$ cat src/rtl/lmcn_pkg.sv
package lmcn_pkg;
   // selects the structure used to locate the two smallest magnitudes
   typedef enum logic {
      MINSRCH_CHAIN = 1'b0,
      MINSRCH_TREE  = 1'b1
   } minsrch_e;
endpackage

$ cat src/rtl/lmcn_two_min.sv
module lmcn_two_min
   import lmcn_pkg::*;
#(
   parameter int       DC   = 6,
   parameter int       MW   = 3,
   parameter minsrch_e ARCH = MINSRCH_TREE,
   localparam int      IW   = $clog2(DC)
) (
   input  logic [DC*MW-1:0] mags,
   output logic [MW-1:0]    min1,
   output logic [MW-1:0]    min2,
   output logic [IW-1:0]    min1_idx
);
   localparam int LV = $clog2(DC);
   localparam int NP = 1 << LV;

   if (ARCH == MINSRCH_CHAIN) begin : g_chain
      always_comb begin
         logic [MW-1:0] cur;
         min1     = '1;
         min2     = '1;
         min1_idx = '0;
         for (int i = 0; i < DC; i++) begin
            cur = mags[i*MW +: MW];
            if (cur < min1) begin
               min2     = min1;
               min1     = cur;
               min1_idx = IW'(i);
            end else if (cur < min2) begin
               min2 = cur;
            end
         end
      end
   end else begin : g_tree
      for (genvar lv = 0; lv <= LV; lv++) begin : g_lv
         localparam int CNT = NP >> lv;
         logic [MW-1:0] m1 [CNT];
         logic [MW-1:0] m2 [CNT];
         logic [IW-1:0] ix [CNT];
         for (genvar e = 0; e < CNT; e++) begin : g_e
            if (lv == 0) begin : g_leaf
               if (e < DC) begin : g_real
                  assign m1[e] = mags[e*MW +: MW];
               end else begin : g_pad
                  assign m1[e] = '1;
               end
               assign m2[e] = '1;
               assign ix[e] = IW'(e);
            end else begin : g_merge
               logic [MW-1:0] lm1, lm2, rm1, rm2;
               logic [IW-1:0] lix, rix;
               logic          take_r;
               assign lm1 = g_lv[lv-1].m1[2*e];
               assign lm2 = g_lv[lv-1].m2[2*e];
               assign lix = g_lv[lv-1].ix[2*e];
               assign rm1 = g_lv[lv-1].m1[2*e+1];
               assign rm2 = g_lv[lv-1].m2[2*e+1];
               assign rix = g_lv[lv-1].ix[2*e+1];
               // strict compare: equal values keep the lower-index side
               assign take_r = rm1 < lm1;
               assign m1[e]  = take_r ? rm1 : lm1;
               assign ix[e]  = take_r ? rix : lix;
               assign m2[e]  = take_r ? ((lm1 < rm2) ? lm1 : rm2)
                                      : ((rm1 < lm2) ? rm1 : lm2);
            end
         end
      end
      assign min1     = g_lv[LV].m1[0];
      assign min2     = g_lv[LV].m2[0];
      assign min1_idx = g_lv[LV].ix[0];
   end

   always_comb begin
      AST_MIN_ORDER: assert (min1 <= min2);
      AST_IDX_RANGE: assert (int'(min1_idx) < DC);
   end
endmodule

$ cat src/rtl/lmcn_sign_par.sv
module lmcn_sign_par #(
   parameter int DC = 6
) (
   input  logic [DC-1:0] in_sgn,
   output logic [DC-1:0] ext_sgn
);
   logic all_par;
   assign all_par = ^in_sgn;
   // removing an edge's own sign from the total leaves the others' parity
   assign ext_sgn = in_sgn ^ {DC{all_par}};
endmodule

$ cat src/rtl/lmcn_edge_sel.sv
module lmcn_edge_sel #(
   parameter int  DC    = 6,
   parameter int  MSG_W = 4,
   localparam int MW    = MSG_W - 1,
   localparam int IW    = $clog2(DC)
) (
   input  logic [MW-1:0]       min1,
   input  logic [MW-1:0]       min2,
   input  logic [IW-1:0]       min1_idx,
   input  logic [DC-1:0]       ext_sgn,
   output logic [DC*MSG_W-1:0] reply
);
   for (genvar k = 0; k < DC; k++) begin : g_edge
      logic holder;
      assign holder = (min1_idx == IW'(k));
      assign reply[k*MSG_W +: MSG_W] = {ext_sgn[k], holder ? min2 : min1};
   end
endmodule

$ cat src/rtl/lmin_check_node.sv
module lmin_check_node
   import lmcn_pkg::*;
#(
   parameter int       DC    = 6,
   parameter int       MSG_W = 4,
   parameter minsrch_e ARCH  = MINSRCH_TREE
) (
   input  logic               clk,
   input  logic               rst,
   input  logic               in_valid,
   input  logic [DC*MSG_W-1:0] in_msg,
   output logic               out_valid,
   output logic [DC*MSG_W-1:0] out_msg
);
   localparam int MW      = MSG_W - 1;
   localparam int IW      = $clog2(DC);
   localparam bit DC_EVEN = (DC % 2) == 0;

   if (DC < 2) begin : g_bad_dc
      $error("lmin_check_node: DC must be at least 2");
   end
   if (MSG_W < 2 || MSG_W > 8) begin : g_bad_w
      $error("lmin_check_node: MSG_W must lie in 2..8");
   end

   logic [DC-1:0]       in_sgn, ext_sgn;
   logic [DC*MW-1:0]    in_mag;
   logic [MW-1:0]       min1, min2;
   logic [IW-1:0]       min1_idx;
   logic [DC*MSG_W-1:0] reply;

   for (genvar k = 0; k < DC; k++) begin : g_split
      assign in_sgn[k]           = in_msg[k*MSG_W + MW];
      assign in_mag[k*MW +: MW]  = in_msg[k*MSG_W +: MW];
   end

   lmcn_two_min #(.DC(DC), .MW(MW), .ARCH(ARCH)) u_two_min (
      .mags     (in_mag),
      .min1     (min1),
      .min2     (min2),
      .min1_idx (min1_idx)
   );

   lmcn_sign_par #(.DC(DC)) u_sign_par (
      .in_sgn  (in_sgn),
      .ext_sgn (ext_sgn)
   );

   lmcn_edge_sel #(.DC(DC), .MSG_W(MSG_W)) u_edge_sel (
      .min1     (min1),
      .min2     (min2),
      .min1_idx (min1_idx),
      .ext_sgn  (ext_sgn),
      .reply    (reply)
   );

   always_ff @(posedge clk) begin
      if (rst) begin
         out_valid <= 1'b0;
         out_msg   <= '0;
      end else begin
         out_valid <= in_valid;
         if (in_valid) out_msg <= reply;
      end
   end

   // observation of the registered replies, used only by the checks below
   logic [DC-1:0] out_sgn;
   logic [MW-1:0] out_low;
   int            out_low_cnt;
   always_comb begin
      out_low     = '1;
      out_low_cnt = 0;
      for (int k = 0; k < DC; k++) begin
         out_sgn[k] = out_msg[k*MSG_W + MW];
         if (out_msg[k*MSG_W +: MW] < out_low) out_low = out_msg[k*MSG_W +: MW];
      end
      for (int k = 0; k < DC; k++) begin
         if (out_msg[k*MSG_W +: MW] == out_low) out_low_cnt++;
      end
   end

   AST_RESET_CLEAR: assert property (@(posedge clk)
      rst |=> (out_valid == 1'b0 && out_msg == '0));
   AST_VALID_FOLLOWS: assert property (@(posedge clk) disable iff (rst)
      !rst |=> out_valid == $past(in_valid));
   AST_HOLD_IDLE: assert property (@(posedge clk) disable iff (rst)
      (!rst && !in_valid) |=> $stable(out_msg));
   AST_SIGN_PARITY: assert property (@(posedge clk) disable iff (rst)
      (!rst && in_valid) |=> (^out_sgn) == (DC_EVEN ? $past(^in_sgn) : 1'b0));
   AST_MIN_MAJORITY: assert property (@(posedge clk) disable iff (rst)
      !rst |-> out_low_cnt >= DC - 1);
endmodule

$ cat config.mk
export PLATFORM = sky130hd
export DESIGN_NAME = lmin_check_node
export DESIGN_NICKNAME = d
export VERILOG_FILES = /design/src/rtl/lmcn_pkg.sv /design/src/rtl/lmcn_two_min.sv /design/src/rtl/lmcn_sign_par.sv /design/src/rtl/lmcn_edge_sel.sv /design/src/rtl/lmin_check_node.sv
export SDC_FILE = /design/constraint.sdc
export NUM_CORES = 1
export LEC_CHECK = 0
export BUFFER_PORTS_ARGS = -buffer_cell sky130_fd_sc_hd__buf_2
export CAP_MARGIN = 10
export CORE_MARGIN = 2
export CORE_UTILIZATION = 54
export DETAILED_ROUTE_END_ITERATION = 8
export PLACE_DENSITY = 0.8
export SLEW_MARGIN = 5
export SYNTH_ARGS = -nofsm -noshare
export SYNTH_HDL_FRONTEND = slang
export SYNTH_SLANG_ARGS = --single-unit
$ cat constraint.sdc
create_clock -name clk -period 4.09 [get_ports clk]
set_input_delay 0.2045 -clock clk [delete_from_list [all_inputs] [get_ports clk]]
set_output_delay 0.2045 -clock clk [all_outputs]
set_load 0.01 [all_outputs]
======== Yosys cells after proc, flatten, opt, wreduce, memory -nomap -nowiden ========
Cells that the tools add are included.
cells by class
  $lt $le $gt $ge ......................... 18
  eq/ne operators ......................... 5
  mux-type cells .......................... 36
  bitwise operators ....................... 1
  reductions and logical operators ........ 2
operator list
  cell                number
  $mux 3              33
  $lt 3x3->1          9
  $lt 3x3->1 const B  7
  $eq 3x2->1 const B  2
  $eq 3x3->1 const B  2
  $lt 3x3->1 const A  2
  $reduce_xor 6->1    1
  $xor 6x6->6         1
  $eq 3x1->1 const B  1
  $logic_not 3->1     1
  $mux 1              3
storage, ports and cells
  flip-flop bits (word level) ............. 25
  input port bits ......................... 27
  output and inout port bits .............. 25
  logic and storage cells ................. 64

======== Logic depth before layout (Yosys ltp) ========
  depth in word-level cells ............... 10
  gate-level depth with buffers ........... 19
  mapped depth without buffers ............ 18

======== By module ========
From an unflattened synthesis, not the netlist that was laid out.
second synthesis, totals
  cell total of the unflattened synthesis .. 271
  area total of the unflattened synthesis .. 2473.6 sq um
modules (own cells, without submodules)
  module           instances  cells an instance  area an instance (sq um)
  lmcn_two_min     1          151                1081.0
  lmin_check_node  1          80                 902.1
  lmcn_edge_sel    1          30                 310.3
  lmcn_sign_par    1          10                 180.2

======== Worst setup path after synthesis ========
No wires, ideal clock.
  kind .................................... input -> register
  from .................................... input port in_msg[10]
  to ...................................... register out_msg[1]
  library setup time ...................... 122 ps
  data arrival time ....................... 3300 ps
  path slack .............................. 667 ps
  cell stages on the path ................. 16
  path through ............................ inv_1 -> ha_1 -> and2_1 -> a311o_1 -> buf_4 -> o21ai_0 -> inv_1 -> ha_1 -> o41ai_1 -> mux2i_1 -> mux2i_1 -> ha_1 -> or3_1 -> o21a_1 -> o211ai_2 -> o21ai_1
on the way
  cells in the longest elaborated chain, start to end .. 10
  elaborated cells between the ends (all ways) .. 24
ends and longest elaborated chain
  element               line                   text
  from (decl)           lmin_check_node.sv:11  input logic [DC*MSG_W-1:0] in_msg,
  $lt 3x3->1            lmcn_two_min.sv:63     assign m2[e] = take_r ? ((lm1 < rm2) ? lm1 : rm2)
  $mux 3 (2 in series)  lmcn_two_min.sv:63
  $lt 3x3->1            lmcn_two_min.sv:63
  $mux 3 (2 in series)  lmcn_two_min.sv:63
  $lt 3x3->1            lmcn_two_min.sv:64     : ((rm1 < lm2) ? rm1 : lm2);
  $mux 3                lmcn_two_min.sv:64
  $mux 3                lmcn_two_min.sv:63
  $mux 3 *              lmcn_edge_sel.sv:16    assign reply[k*MSG_W +: MSG_W] = {ext_sgn[k], holder ? min2 : min1};
  to (signal assigned)  lmin_check_node.sv:63  if (in_valid) out_msg <= reply;
  to (decl)             lmin_check_node.sv:13  output logic [DC*MSG_W-1:0] out_msg
Mark *: on every way between the ends. The rest lies on a longest branch, timed or not.
A chain may end at the register's enable or synchronous reset.

======== Worst setup path after layout ========
  from .................................... input port in_msg[10]
  to ...................................... register out_msg[14]
Same word-level chain as after synthesis.

==> results.json <==
{
  "num_io_pins": 52,
  "critical_path_class": "in -> reg",
  "die_area_mm2": 0.004533,
  "p_per_area_mw_per_mm2": 337.0,
  "die_h_um": 67.33,
  "finalNonFillerCells": 356,
  "postCtsSetupBuffers": 0,
  "status": "finished clean",
  "timing.final.crit_share_pct": 87.48,
  "place.gp.congestion": 0.8778,
  "synth.net_count": 310,
  "drt-total-wl_mm": 4.638,
  "wl_per_cell_um": 13.03,
  "max_freq_ghz": 0.2795,
  "drive_gt1_share_pct": 23.20,
  "yosysTopAreaCellShare_pct": 23.11,
  "grt.overflow.total": 0,
  "cp-start-kind": "primary input",
  "finalHoldViolCount": 0,
  "place_hpwl_mm": 3.710,
  "cp.arrival_ps": 3750,
  "synth_seq_cells": 25,
  "synth-edff-count": 0,
  "dp_worst_setup_slack_ps": 274.7,
  "cts_made_buffers": 3,
  "cellLeakagePower_uw": 0.001225,
  "tns_ps": 0,
  "seq_area_frac_synth_pct": 23.11,
  "antennaDiodeCount": 0,
  "initial_core_util_pct": 54.93,
  "synthesis.area_mm2": 0.002166,
  "path_cells": "buf_2 > inv_1 > ha_1 > and2_1 > a311o_1 > mux2i_4 > inv_2 > ha_1 > nand2_1 > o21ai_0 > mux2i_1 > mux2i_1 > ha_1 > a21oi_1 > mux2i_2 > mux2i_1 > a211oi_1",
  "area_delta_synth_final_pct": 14.67,
  "setup_viol": 0,
  "slew_viol_final": 0,
  "yosysWarnings": 0,
  "nNetsFinal": 356,
  "fin_ws_ps": 512.0,
  "maxCapViolations": 0,
  "min_delay_path_depth": 4,
  "synth_area_leaders": "dfxtp_1 23%, ha_1 13%, mux2i_1 12%",
  "worstSkewPairLatency_ps": 260,
  "synth_cell_types": 48,
  "synthArstFlopShare_pct": 0,
  "rsz0062_at_grt": "false",
  "drt_pre_antenna_iters": 4,
  "grt_pass1_vias": 1691,
  "grt_pass1_wl_mm": 7.486,
  "synth_top_area_cell": "dfxtp_1",
  "cts_resized": 0,
  "slowest_stage": "a311o_1",
  "synth_flop_cell": "dfxtp_1",
  "h-tree-depth": 1,
  "rows": 23,
  "antenna_found_initial": 0,
  "root_buffer": "clkbuf_8",
  "dp.cells": 352,
  "min_path_type": "in -> reg",
  "reg2reg_depth": 3,
  "grt_max_degree": 35,
  "clock-sinks": 25,
  "slowest_delay_ps": 460,
  "avgSynthCellArea_um2": 8.298,
  "cp-end-kind": "flip-flop",
  "worst_pin_slew_ps": 657.2,
  "crit_fanout": 8,
  "cts_tree": "built",
  "slew_headroom_pct": 56.19,
  "die_x_um": 67.33,
  "drt_iter0_drc": 98,
  "viasPerCell": 5.542,
  "critPathRequiredTime_ps": 4270,
  "portBuffers": 51,
  "fin_skew_ps": 0,
  "vdd_drop_max_mv": 0.1358,
  "core_mm2": 0.003943,
  "ant_nets": 0,
  "post-route-min-period_ps": 3578,
  "ctsHoldBuffers": 0,
  "syn_inst": 261,
  "clockBufferDepth": 2,
  "drc": 0,
  "cts.clk_slew.worst_paths_ps": 80,
  "grtUsageTotal_pct": 21.04,
  "via_count": 1973
}
## per-layer routing
metal  vias to the layer above  part of all wire (%)  global-route usage (%)
met5                         -                     0                       0
met4                         0                  0.75                   5.357
met3                         4                   3.6                   2.333
met2                        47                    48                   36.51
met1                       892                    47                   27.69
li1                       1030                     -                       -
## registers in the layout (all words and copies together) (netlist names)
name / cells
out_valid: 1
out_msg: 24
## path summary, 6_finish.rpt
| check | start | to | slack, ps |
|---|---|---|---|
| min | in_msg[7] | out_msg[7]$_SDFFE_PP0P_ | 310 |
| min reg2reg | out_msg[4]$_SDFFE_PP0P_ | out_msg[4]$_SDFFE_PP0P_ | 480 |
| max | in_msg[10] | out_msg[14]$_SDFFE_PP0P_ | 510 |
| max reg2reg | out_msg[21]$_SDFFE_PP0P_ | out_msg[21]$_SDFFE_PP0P_ | 3230 |
## cell usage after synthesis (4+ instances only)
library cell  count
dfxtp_1          25
o21ai_1           5
clkbuf_1          4
a21oi_1          14
o22ai_1           6
o21ai_0           9
nand2_1          11
a211oi_1         10
nor2b_1           8
mux2i_1          26
or3_1             5
ha_1             22
inv_1            19
nand2b_1          7
buf_2             4
xnor2_1           8
nor2_1           28
a22oi_1           5
## area by class of cell
cell class,instances,area (um2)
clock inverters,1,5.005
flip-flops and latches,25,500.5
fillers,349,1459
repair buffers,51,255.2
clock buffers,3,41.29
multi-input cells,205,1540
well taps,50,62.56
inverters,21,78.83
## critical path, delay by kind of cell
family                   cells  cell delay [ps]
AO/OA/AOI/OAI                4             1190
multiplexers                 5             1070
adder cells (fa/ha/maj)      3              850
buffers and inverters        3              230
AND/OR/NAND/NOR              2              220
## cell families after synthesis
group	count (synthesis)	share of synthesized area, %
adders and majority gates	22	12.71
xor gates and xnor gates	10	4.044
muxes	30	14.73
buffers and inverters	31	5.777
AOI/OAI and AO/OA	77	25.07
and+or+nand+nor	66	14.56
DFF	25	23.11
## where the power goes
part           leakage [uW]  switching [uW]  internal [uW]  total [uW]
Sequential         0.000206            14.0            272         286
Combinational      0.000993             231            177         408
Clock             0.0000255            74.3           68.0         142
## metrics by stage
step,hold slack (ps),utilization (%),total power [uW],instance area [um2]
after CTS,317.6,63.00,840.6,2484
final,314.7,63.00,836.9,2484
after global placement,470.5,61.82,688.4,2437
after global routing,341.7,63.00,900.4,2484
after floorplan,396.2,-,600.2,2166
after detailed placement,474.3,61.82,697.2,2437
## cell usage in the layout, fill, tap and decap left out, types with 5 or more instances in the layout
cell type  instances
buf_2             51
nand2b_1           7
a211oi_1          10
ha_1              22
a21oi_1           14
xnor2_1            8
o21ai_0            9
nor2_1            28
nor2b_1            8
a22oi_1            5
or3_1              5
mux2i_1           26
o22ai_1            6
o21ai_1            5
inv_1             19
dfxtp_1           25
nand2_1           11
(Power assumes the default switching activity.)
